<file path="src/rtl/dme_pkg.sv">
package dme_pkg;
  localparam int unsigned REG_AW   = 12;
  localparam int unsigned REG_DW   = 32;
  localparam int unsigned NUM_EV   = 4;
  localparam int unsigned NUM_CNT  = NUM_EV + 1;
  localparam int unsigned TIME_IDX = NUM_EV;
  localparam int unsigned TIME_BIT = 31;
  localparam int unsigned CMD_START = 0;
  localparam int unsigned CMD_STOP  = 1;

  typedef logic [REG_AW-1:0] addr_t;
  typedef logic [REG_DW-1:0] word_t;

  localparam addr_t A_CTRL    = 12'h000;
  localparam addr_t A_CFG     = 12'h004;
  localparam addr_t A_OVF     = 12'h008;
  localparam addr_t A_CLR     = 12'h00C;
  localparam addr_t A_IEN     = 12'h010;
  localparam addr_t A_IST     = 12'h014;
  localparam addr_t A_ICLR    = 12'h018;
  localparam addr_t A_TIME    = 12'h020;
  localparam addr_t A_EV_BASE = 12'h030;
  localparam addr_t EV_STRIDE = 12'h008;
  localparam addr_t A_ID      = 12'h3FC;

  localparam word_t ID_VALUE  = 32'hA3C5DD01;

  // Register bit position owned by counter k (events low, time at the top).
  function automatic int unsigned bit_of(int unsigned k);
    return (k == TIME_IDX) ? TIME_BIT : k;
  endfunction

  // Gather the per-counter bits out of a register word.
  function automatic logic [NUM_CNT-1:0] pick_bits(word_t w);
    logic [NUM_CNT-1:0] r;
    for (int unsigned k = 0; k < NUM_CNT; k++) r[k] = w[bit_of(k)];
    return r;
  endfunction

  // Spread per-counter bits into their register positions.
  function automatic word_t place_bits(logic [NUM_CNT-1:0] v);
    word_t r;
    r = '0;
    for (int unsigned k = 0; k < NUM_CNT; k++) r[bit_of(k)] = v[k];
    return r;
  endfunction

  // Byte address of counter k.
  function automatic addr_t cnt_addr(int unsigned k);
    return (k == TIME_IDX) ? A_TIME : addr_t'(A_EV_BASE + addr_t'(k) * EV_STRIDE);
  endfunction
endpackage

</file>
<file path="src/rtl/dme_counter.sv">
module dme_counter #(
  parameter int unsigned W = 32
) (
  input  logic         clk,
  input  logic         rst_n,
  input  logic         clr_i,
  input  logic         inc_i,
  output logic [W-1:0] cnt_o,
  output logic         wrap_o
);
  localparam logic [W-1:0] ALL_ONES = '1;

  logic [W-1:0] cnt_q;

  always_ff @(posedge clk or negedge rst_n) begin
    if (!rst_n)     cnt_q <= '0;
    else if (clr_i) cnt_q <= '0;
    else if (inc_i) cnt_q <= cnt_q + 1'b1;
  end

  assign cnt_o  = cnt_q;
  // A wrap only counts when the clear did not win this cycle.
  assign wrap_o = inc_i && !clr_i && (cnt_q == ALL_ONES);


  clr_zero_chk: assert property (@(posedge clk) disable iff (!rst_n)
    clr_i |=> (cnt_q == '0));


  inc_step_chk: assert property (@(posedge clk) disable iff (!rst_n)
    (inc_i && !clr_i) |=> (cnt_q == W'($past(cnt_q) + 1'b1)));


  idle_hold_chk: assert property (@(posedge clk) disable iff (!rst_n)
    (!inc_i && !clr_i) |=> $stable(cnt_q));
endmodule

</file>
<file path="src/rtl/dme_ctrl.sv">
module dme_ctrl
  import dme_pkg::*;
(
  input  logic               clk,
  input  logic               rst_n,
  input  logic               wen_i,
  input  addr_t              waddr_i,
  input  word_t              wdata_i,
  input  logic [NUM_CNT-1:0] wrap_i,
  output logic               count_en_o,
  output logic               frozen_o,
  output logic [NUM_EV-1:0]  cfg_o,
  output logic [NUM_CNT-1:0] clr_o,
  output logic [NUM_CNT-1:0] ovf_o,
  output logic [NUM_CNT-1:0] ien_o,
  output logic [NUM_CNT-1:0] ist_o,
  output logic               irq_o
);
  logic wr_ctrl, wr_cfg, wr_clr, wr_ien, wr_iclr;
  logic start_cmd, stop_cmd;
  logic run_q;
  logic [NUM_EV-1:0]  cfg_q;
  logic [NUM_CNT-1:0] ovf_q, ien_q, ist_q, ist_clr;

  // Write decode: one named strobe per writable register.
  assign wr_ctrl = wen_i && (waddr_i == A_CTRL);
  assign wr_cfg  = wen_i && (waddr_i == A_CFG);
  assign wr_clr  = wen_i && (waddr_i == A_CLR);
  assign wr_ien  = wen_i && (waddr_i == A_IEN);
  assign wr_iclr = wen_i && (waddr_i == A_ICLR);

  assign start_cmd = wr_ctrl && wdata_i[CMD_START];
  assign stop_cmd  = wr_ctrl && wdata_i[CMD_STOP];
  assign clr_o     = wr_clr  ? pick_bits(wdata_i) : '0;
  assign ist_clr   = wr_iclr ? pick_bits(wdata_i) : '0;

  always_ff @(posedge clk or negedge rst_n) begin
    if (!rst_n) begin
      run_q <= 1'b0;
      cfg_q <= '0;
      ovf_q <= '0;
      ien_q <= '0;
      ist_q <= '0;
    end else begin
      if (stop_cmd)       run_q <= 1'b0;
      else if (start_cmd) run_q <= 1'b1;
      if (wr_cfg) cfg_q <= wdata_i[NUM_EV-1:0];
      if (wr_ien) ien_q <= pick_bits(wdata_i);
      ovf_q <= (ovf_q & ~clr_o) | wrap_i;
      ist_q <= (ist_q & ~ist_clr) | wrap_i;
    end
  end

  assign frozen_o   = |ovf_q;
  assign count_en_o = run_q && !frozen_o;
  assign cfg_o      = cfg_q;
  assign ovf_o      = ovf_q;
  assign ien_o      = ien_q;
  assign ist_o      = ist_q;
  assign irq_o      = |(ist_q & ien_q);


  stop_wins_chk: assert property (@(posedge clk) disable iff (!rst_n)
    stop_cmd |=> !run_q);


  start_chk: assert property (@(posedge clk) disable iff (!rst_n)
    (start_cmd && !stop_cmd) |=> run_q);


  wrap_freeze_chk: assert property (@(posedge clk) disable iff (!rst_n)
    (|wrap_i) |=> !count_en_o);


  freeze_hold_chk: assert property (@(posedge clk) disable iff (!rst_n)
    (frozen_o && !wr_clr) |=> frozen_o);


  ist_set_chk: assert property (@(posedge clk) disable iff (!rst_n)
    (|wrap_i) |=> ((ist_q & $past(wrap_i)) == $past(wrap_i)));
endmodule

</file>
<file path="src/rtl/dme_rdmux.sv">
module dme_rdmux
  import dme_pkg::*;
#(
  parameter int unsigned W = 32
) (
  input  addr_t                      addr_i,
  input  logic [NUM_CNT-1:0][W-1:0]  cnt_i,
  input  logic [NUM_EV-1:0]          cfg_i,
  input  logic [NUM_CNT-1:0]         ovf_i,
  input  logic [NUM_CNT-1:0]         ien_i,
  input  logic [NUM_CNT-1:0]         ist_i,
  output word_t                      rdata_o
);
  word_t reg_word;
  word_t cnt_word;
  logic  cnt_hit;

  always_comb begin
    reg_word = '0;
    case (addr_i)
      A_CFG:   reg_word[NUM_EV-1:0] = cfg_i;
      A_OVF:   reg_word = place_bits(ovf_i);
      A_IEN:   reg_word = place_bits(ien_i);
      A_IST:   reg_word = place_bits(ist_i);
      A_ID:    reg_word = ID_VALUE;
      default: reg_word = '0;
    endcase
  end

  // Counters: zero-extend the selected CNT_W-bit value.
  always_comb begin
    cnt_word = '0;
    cnt_hit  = 1'b0;
    for (int unsigned k = 0; k < NUM_CNT; k++) begin
      if (addr_i == cnt_addr(k)) begin
        cnt_hit         = 1'b1;
        cnt_word[W-1:0] = cnt_i[k];
      end
    end
  end

  assign rdata_o = cnt_hit ? cnt_word : reg_word;
endmodule

</file>
<file path="src/rtl/dram_evt_mon.sv">
module dram_evt_mon
  import dme_pkg::*;
#(
  parameter int unsigned CNT_W = 32
) (
  input  logic        clk,
  input  logic        rst_n,
  input  logic        evt_read,
  input  logic        evt_write,
  input  logic        evt_activate,
  input  logic        evt_idle,
  input  logic [11:0] reg_addr,
  input  logic        reg_wen,
  input  logic [31:0] reg_wdata,
  output logic [31:0] reg_rdata,
  output logic        irq
);
  logic [NUM_EV-1:0]              evt_vec;
  logic [NUM_CNT-1:0]             inc_vec, clr_vec, wrap_vec;
  logic [NUM_CNT-1:0]             ovf_vec, ien_vec, ist_vec;
  logic [NUM_CNT-1:0][CNT_W-1:0]  cnt_bus;
  logic [NUM_EV-1:0]              cfg_vec;
  logic                           count_en, frozen;

  assign evt_vec = {evt_idle, evt_activate, evt_write, evt_read};

  dme_ctrl u_ctrl (
    .clk        (clk),
    .rst_n      (rst_n),
    .wen_i      (reg_wen),
    .waddr_i    (reg_addr),
    .wdata_i    (reg_wdata),
    .wrap_i     (wrap_vec),
    .count_en_o (count_en),
    .frozen_o   (frozen),
    .cfg_o      (cfg_vec),
    .clr_o      (clr_vec),
    .ovf_o      (ovf_vec),
    .ien_o      (ien_vec),
    .ist_o      (ist_vec),
    .irq_o      (irq)
  );

  for (genvar k = 0; k < NUM_CNT; k++) begin : g_cnt
    if (k == TIME_IDX) begin : g_time
      assign inc_vec[k] = count_en;
    end else begin : g_evt
      assign inc_vec[k] = count_en && cfg_vec[k] && evt_vec[k];
    end
    dme_counter #(.W(CNT_W)) u_cnt (
      .clk    (clk),
      .rst_n  (rst_n),
      .clr_i  (clr_vec[k]),
      .inc_i  (inc_vec[k]),
      .cnt_o  (cnt_bus[k]),
      .wrap_o (wrap_vec[k])
    );
  end

  dme_rdmux #(.W(CNT_W)) u_rd (
    .addr_i  (reg_addr),
    .cnt_i   (cnt_bus),
    .cfg_i   (cfg_vec),
    .ovf_i   (ovf_vec),
    .ien_i   (ien_vec),
    .ist_i   (ist_vec),
    .rdata_o (reg_rdata)
  );


  freeze_all_chk: assert property (@(posedge clk) disable iff (!rst_n)
    (frozen && !(|clr_vec)) |=> $stable(cnt_bus));


  time_run_chk: assert property (@(posedge clk) disable iff (!rst_n)
    (count_en && !clr_vec[TIME_IDX] && !wrap_vec[TIME_IDX])
      |=> (cnt_bus[TIME_IDX] != '0));


  ro_write_chk: assert property (@(posedge clk) disable iff (!rst_n)
    (reg_wen && (reg_addr == A_TIME) && !count_en && !(|clr_vec))
      |=> $stable(cnt_bus[TIME_IDX]));
endmodule

</file>
<file path="config.mk">
export PLATFORM = sky130hd
export DESIGN_NAME = dram_evt_mon
export DESIGN_NICKNAME = d
export VERILOG_FILES = /design/src/rtl/dme_pkg.sv /design/src/rtl/dme_counter.sv /design/src/rtl/dme_ctrl.sv /design/src/rtl/dme_rdmux.sv /design/src/rtl/dram_evt_mon.sv
export SDC_FILE = /design/constraint.sdc
export NUM_CORES = 1
export LEC_CHECK = 0
export BUFFER_PORTS_ARGS = -buffer_cell sky130_fd_sc_hd__buf_4
export CORE_ASPECT_RATIO = 1.25
export CORE_MARGIN = 1.5
export CORE_UTILIZATION = 40
export DETAILED_ROUTE_END_ITERATION = 10
export GPL_TIMING_DRIVEN = 0
export PLACE_DENSITY = 0.53
export SETUP_SLACK_MARGIN = 0.1
export SYNTH_ARGS = -nofsm -noshare
export SYNTH_HDL_FRONTEND = slang
export SYNTH_SLANG_ARGS = --single-unit
</file>
<file path="constraint.sdc">
create_clock -name clk -period 8.97 [get_ports clk]
set_input_delay 2.2425 -clock clk [delete_from_list [all_inputs] [get_ports clk]]
set_output_delay 2.2425 -clock clk [all_outputs]
set_load 0.03 [all_outputs]
</file>
==> impl_metrics.py <==
metrics = {
    "timing": {
        "skew_ns": 0.0124,
        "hold_ws_ns": 0.524,
        "tns_ns": 0,
        "drv_slew": 0,
        "worst_pin_slew_ns": 1.23,
        "fmax_ghz": 0.136,
        "setup_viol": 0,
        "hold_violations": 0,
        "maxSlewHeadroom_pct": 17.1,
        "rsz0062_at_grt": "false",
        "period_needed_ns": 7.37,
        "final_min_period_over_clock_period_pct": 82.2,
    },
    "job": {
        "maxCapViolCount": 0,
    },
    "floorplanning": {
        "die_x_um": 151,
        "die_y_um": 188,
        "core_area_sq_mm": 0.0269,
        "core.rowCount": 67,
        "die_area_sq_mm": 0.0284,
        "initial_utilization_pct": 40.7,
        "pin_count": 84,
    },
    "logic_synthesis": {
        "synth-edff-count": 0,
        "synth_cell_types": 61,
        "ys_seq_area_share_pct": 41.1,
        "avgSynthCellArea_sq_um": 8.76,
        "ys_ff_latch": 180,
        "async_reset_ff_share_pct": 100,
        "synth_area_sq_mm": 0.0110,
        "yosysWarnings": 0,
        "syn_inst": 1251,
        "synth_nets": 1307,
        "synth-main-ff-cell": "dfrtp_1",
    },
    "power": {
        "seq_power_share_pct": 47.7,
        "clkPwrFrac_pct": 48.1,
        "p_switching_w": 0.000415,
        "combPwrFrac_pct": 4.2,
        "p_leak_nw": 5.30,
        "p_int_w": 0.00129,
        "p_per_area_mw_per_mm2": 137,
        "swShare_pct": 24.3,
        "ir_worst_vdd_uv": 105,
    },
    "place": {
        "routabilityCongestion": 0.931,
        "io_buffers": 53,
        "dpl_cell_area_sq_mm": 0.0118,
        "dp_hpwl_mm": 28.0,
    },
    "status": {
        "status": "finished clean",
    },
    "global_routing": {
        "antenna_found_initial": 0,
        "grt_overflow_total": 0,
        "grt_pass1_wl_mm": 56.6,
        "grt_start_max_net_pins": 107,
        "grt_pass1_vias": 9358,
        "grt.total_usage_pct": 26.8,
    },
    "route": {
        "wl_per_cell_um": 22.0,
        "antenna_left": 0,
        "vias_per_cell": 5.80,
        "drc": 0,
        "vias": 9758,
        "dr.first_iter.drc_count": 726,
        "first_pass_iters": 7,
        "routed_wl_mm": 37.0,
    },
    "clock_tree": {
        "postCtsSetupBuffers": 0,
        "cts_hold_buf": 0,
        "path_clk_slew_ns": 0.07,
        "cts_buffer_depth": 2,
        "htreeDepth": 4,
        "cts_tree": "yes",
        "clock_sinks": 180,
        "cts-buffers-inserted": 17,
        "clk_latency_ns": 0.45,
        "cts_resized": 0,
        "cts-root-buf": "clkbuf_16",
    },
    "critical_path": {
        "start_kind": "input port",
        "arrival_ns": 5.13,
        "worst-path-max-fanout": 10,
        "critPathCaptureType": "output pin",
        "crit_type": "in -> out",
        "critPathRequiredTime_ns": 6.73,
    },
    "final_layout": {
        "antenna_cells": 0,
        "area_growth_pct": 13.6,
        "final_common_cell": "nor2_1",
        "nets": 1380,
        "drive_above_1_share_pct": 10.6,
        "final_cell_mix": "201 x nor2_1, 180 x dfrtp_1, 86 x xnor2_1",
        "design_area_sq_mm": 0.0125,
    },
    "hold_path": {
        "hp-class": "reg -> reg",
    },
}
==> state kept, by name, summed over array words and instances, names as in the netlist <==
register / cells
g_cnt.u_cnt.cnt_o: 160
u_ctrl.cfg_o: 4
u_ctrl.ien_o: 5
u_ctrl.ist_o: 5
u_ctrl.ovf_o: 5
u_ctrl.run_q: 1
==> layout make-up <==
class                      instances  area (sq um)
sequential                       180          4500
tap                              345           432
clock inverter                    14           193
fill                            2698         14400
clock buffer                      18           439
timing repair buffer              54           433
buffer                            78           328
multi-input combinational        965          6030
inverter                          28           105
==> power by group through the flow <==
stage                     registers (W)  logic [W]  clock network, W
final                          0.000813  0.0000714          0.000820
after global routing           0.000813  0.0000788          0.000871
after CTS                      0.000813  0.0000719          0.000835
after detailed placement       0.000829  0.0000717                 0
after global placement         0.000829  0.0000695                 0
after floorplan                0.000829  0.0000307                 0
==> synthesized netlist by cell type, types with 3 or more instances <==
library cell / instances / area share (%)
or4_1: 9 / 0.62
o21a_1: 3 / 0.21
clkbuf_1: 51 / 1.7
o22ai_1: 8 / 0.46
ha_1: 5 / 0.57
a21oi_1: 49 / 2.2
a31oi_1: 7 / 0.40
o21ai_0: 63 / 2.9
nor2_1: 201 / 6.9
mux2i_1: 52 / 4.7
or2_1: 3 / 0.17
a22oi_1: 11 / 0.75
nor4_2: 6 / 0.68
nor3_1: 47 / 2.1
o221a_2: 3 / 0.31
o21ai_1: 4 / 0.18
dfrtp_1: 180 / 41
o211a_1: 4 / 0.37
and4_1: 15 / 1.2
nor4_4: 5 / 0.97
o221ai_1: 4 / 0.32
buf_1: 4 / 0.14
xor2_1: 58 / 4.6
or3_1: 17 / 0.97
and2_1: 11 / 0.63
nand4_1: 65 / 3.7
nand2_1: 80 / 2.7
xnor2_1: 86 / 6.9
and3_1: 21 / 1.2
nor3b_1: 4 / 0.27
mux2_2: 11 / 1.1
nand2b_1: 3 / 0.17
buf_2: 22 / 1.0
nand3_1: 54 / 2.5
nor4b_1: 3 / 0.24
inv_1: 28 / 0.96
nor4_1: 22 / 1.3
==> path summary, 6_finish.rpt <==
path,start,end,slack (ns),depth (start not counted)
setup / recovery,reg_addr[6],reg_rdata[11],1.60,8
hold / removal,u_ctrl.ist_o[4],u_ctrl.ist_o[4],0.52,2
setup reg to reg,u_ctrl.ovf_o[2],u_ctrl.ovf_o[4],6.04,6
hold reg to reg,u_ctrl.ist_o[4],u_ctrl.ist_o[4],0.52,2
max in group asynchronous,rst_n,u_ctrl.cfg_o[3],6.22,2
min in group asynchronous,rst_n,g_cnt[0].u_cnt.cnt_o[11],1.75,1
==> cells by family after synthesis <==
family | share of synthesized area [%]
xor+xnor | 11.5
mux | 5.88
flops | 41.1
fa+ha+maj | 0.571
compound gates | 9.12
simple gates | 27.9
buf+inv | 3.95
==> metrics by stage <==
stage,total power (W),std cells,utilization (%),setup slack [ns]
4_1_cts,0.00172,1682,46.3,1.73
2_1_floorplan,0.000860,1251,-,2.10
5_1_grt,0.00176,1682,46.3,1.44
6_report,0.00170,1682,46.3,1.60
3_3_place_gp,0.000899,1649,43.8,1.73
3_5_place_dp,0.000901,1650,44.0,1.74
==> critical path: stages <==
cell	delay (ns)
buf_4	0.10
clkbuf_1	0.30
nor3b_1	0.92
o21a_1	0.26
clkbuf_1	0.42
o21ai_0	0.24
o21ai_0	0.41
buf_4	0.24
==> layer usage <==
layer	up-vias	wire (um)	track usage (%)
met5	-	0	0
met3	36	1710	3.38
met4	0	765	7.02
li1	4573	-	-
met1	4881	15800	35.4
met2	268	18700	45.9
Power figures use the tool's default switching activity.
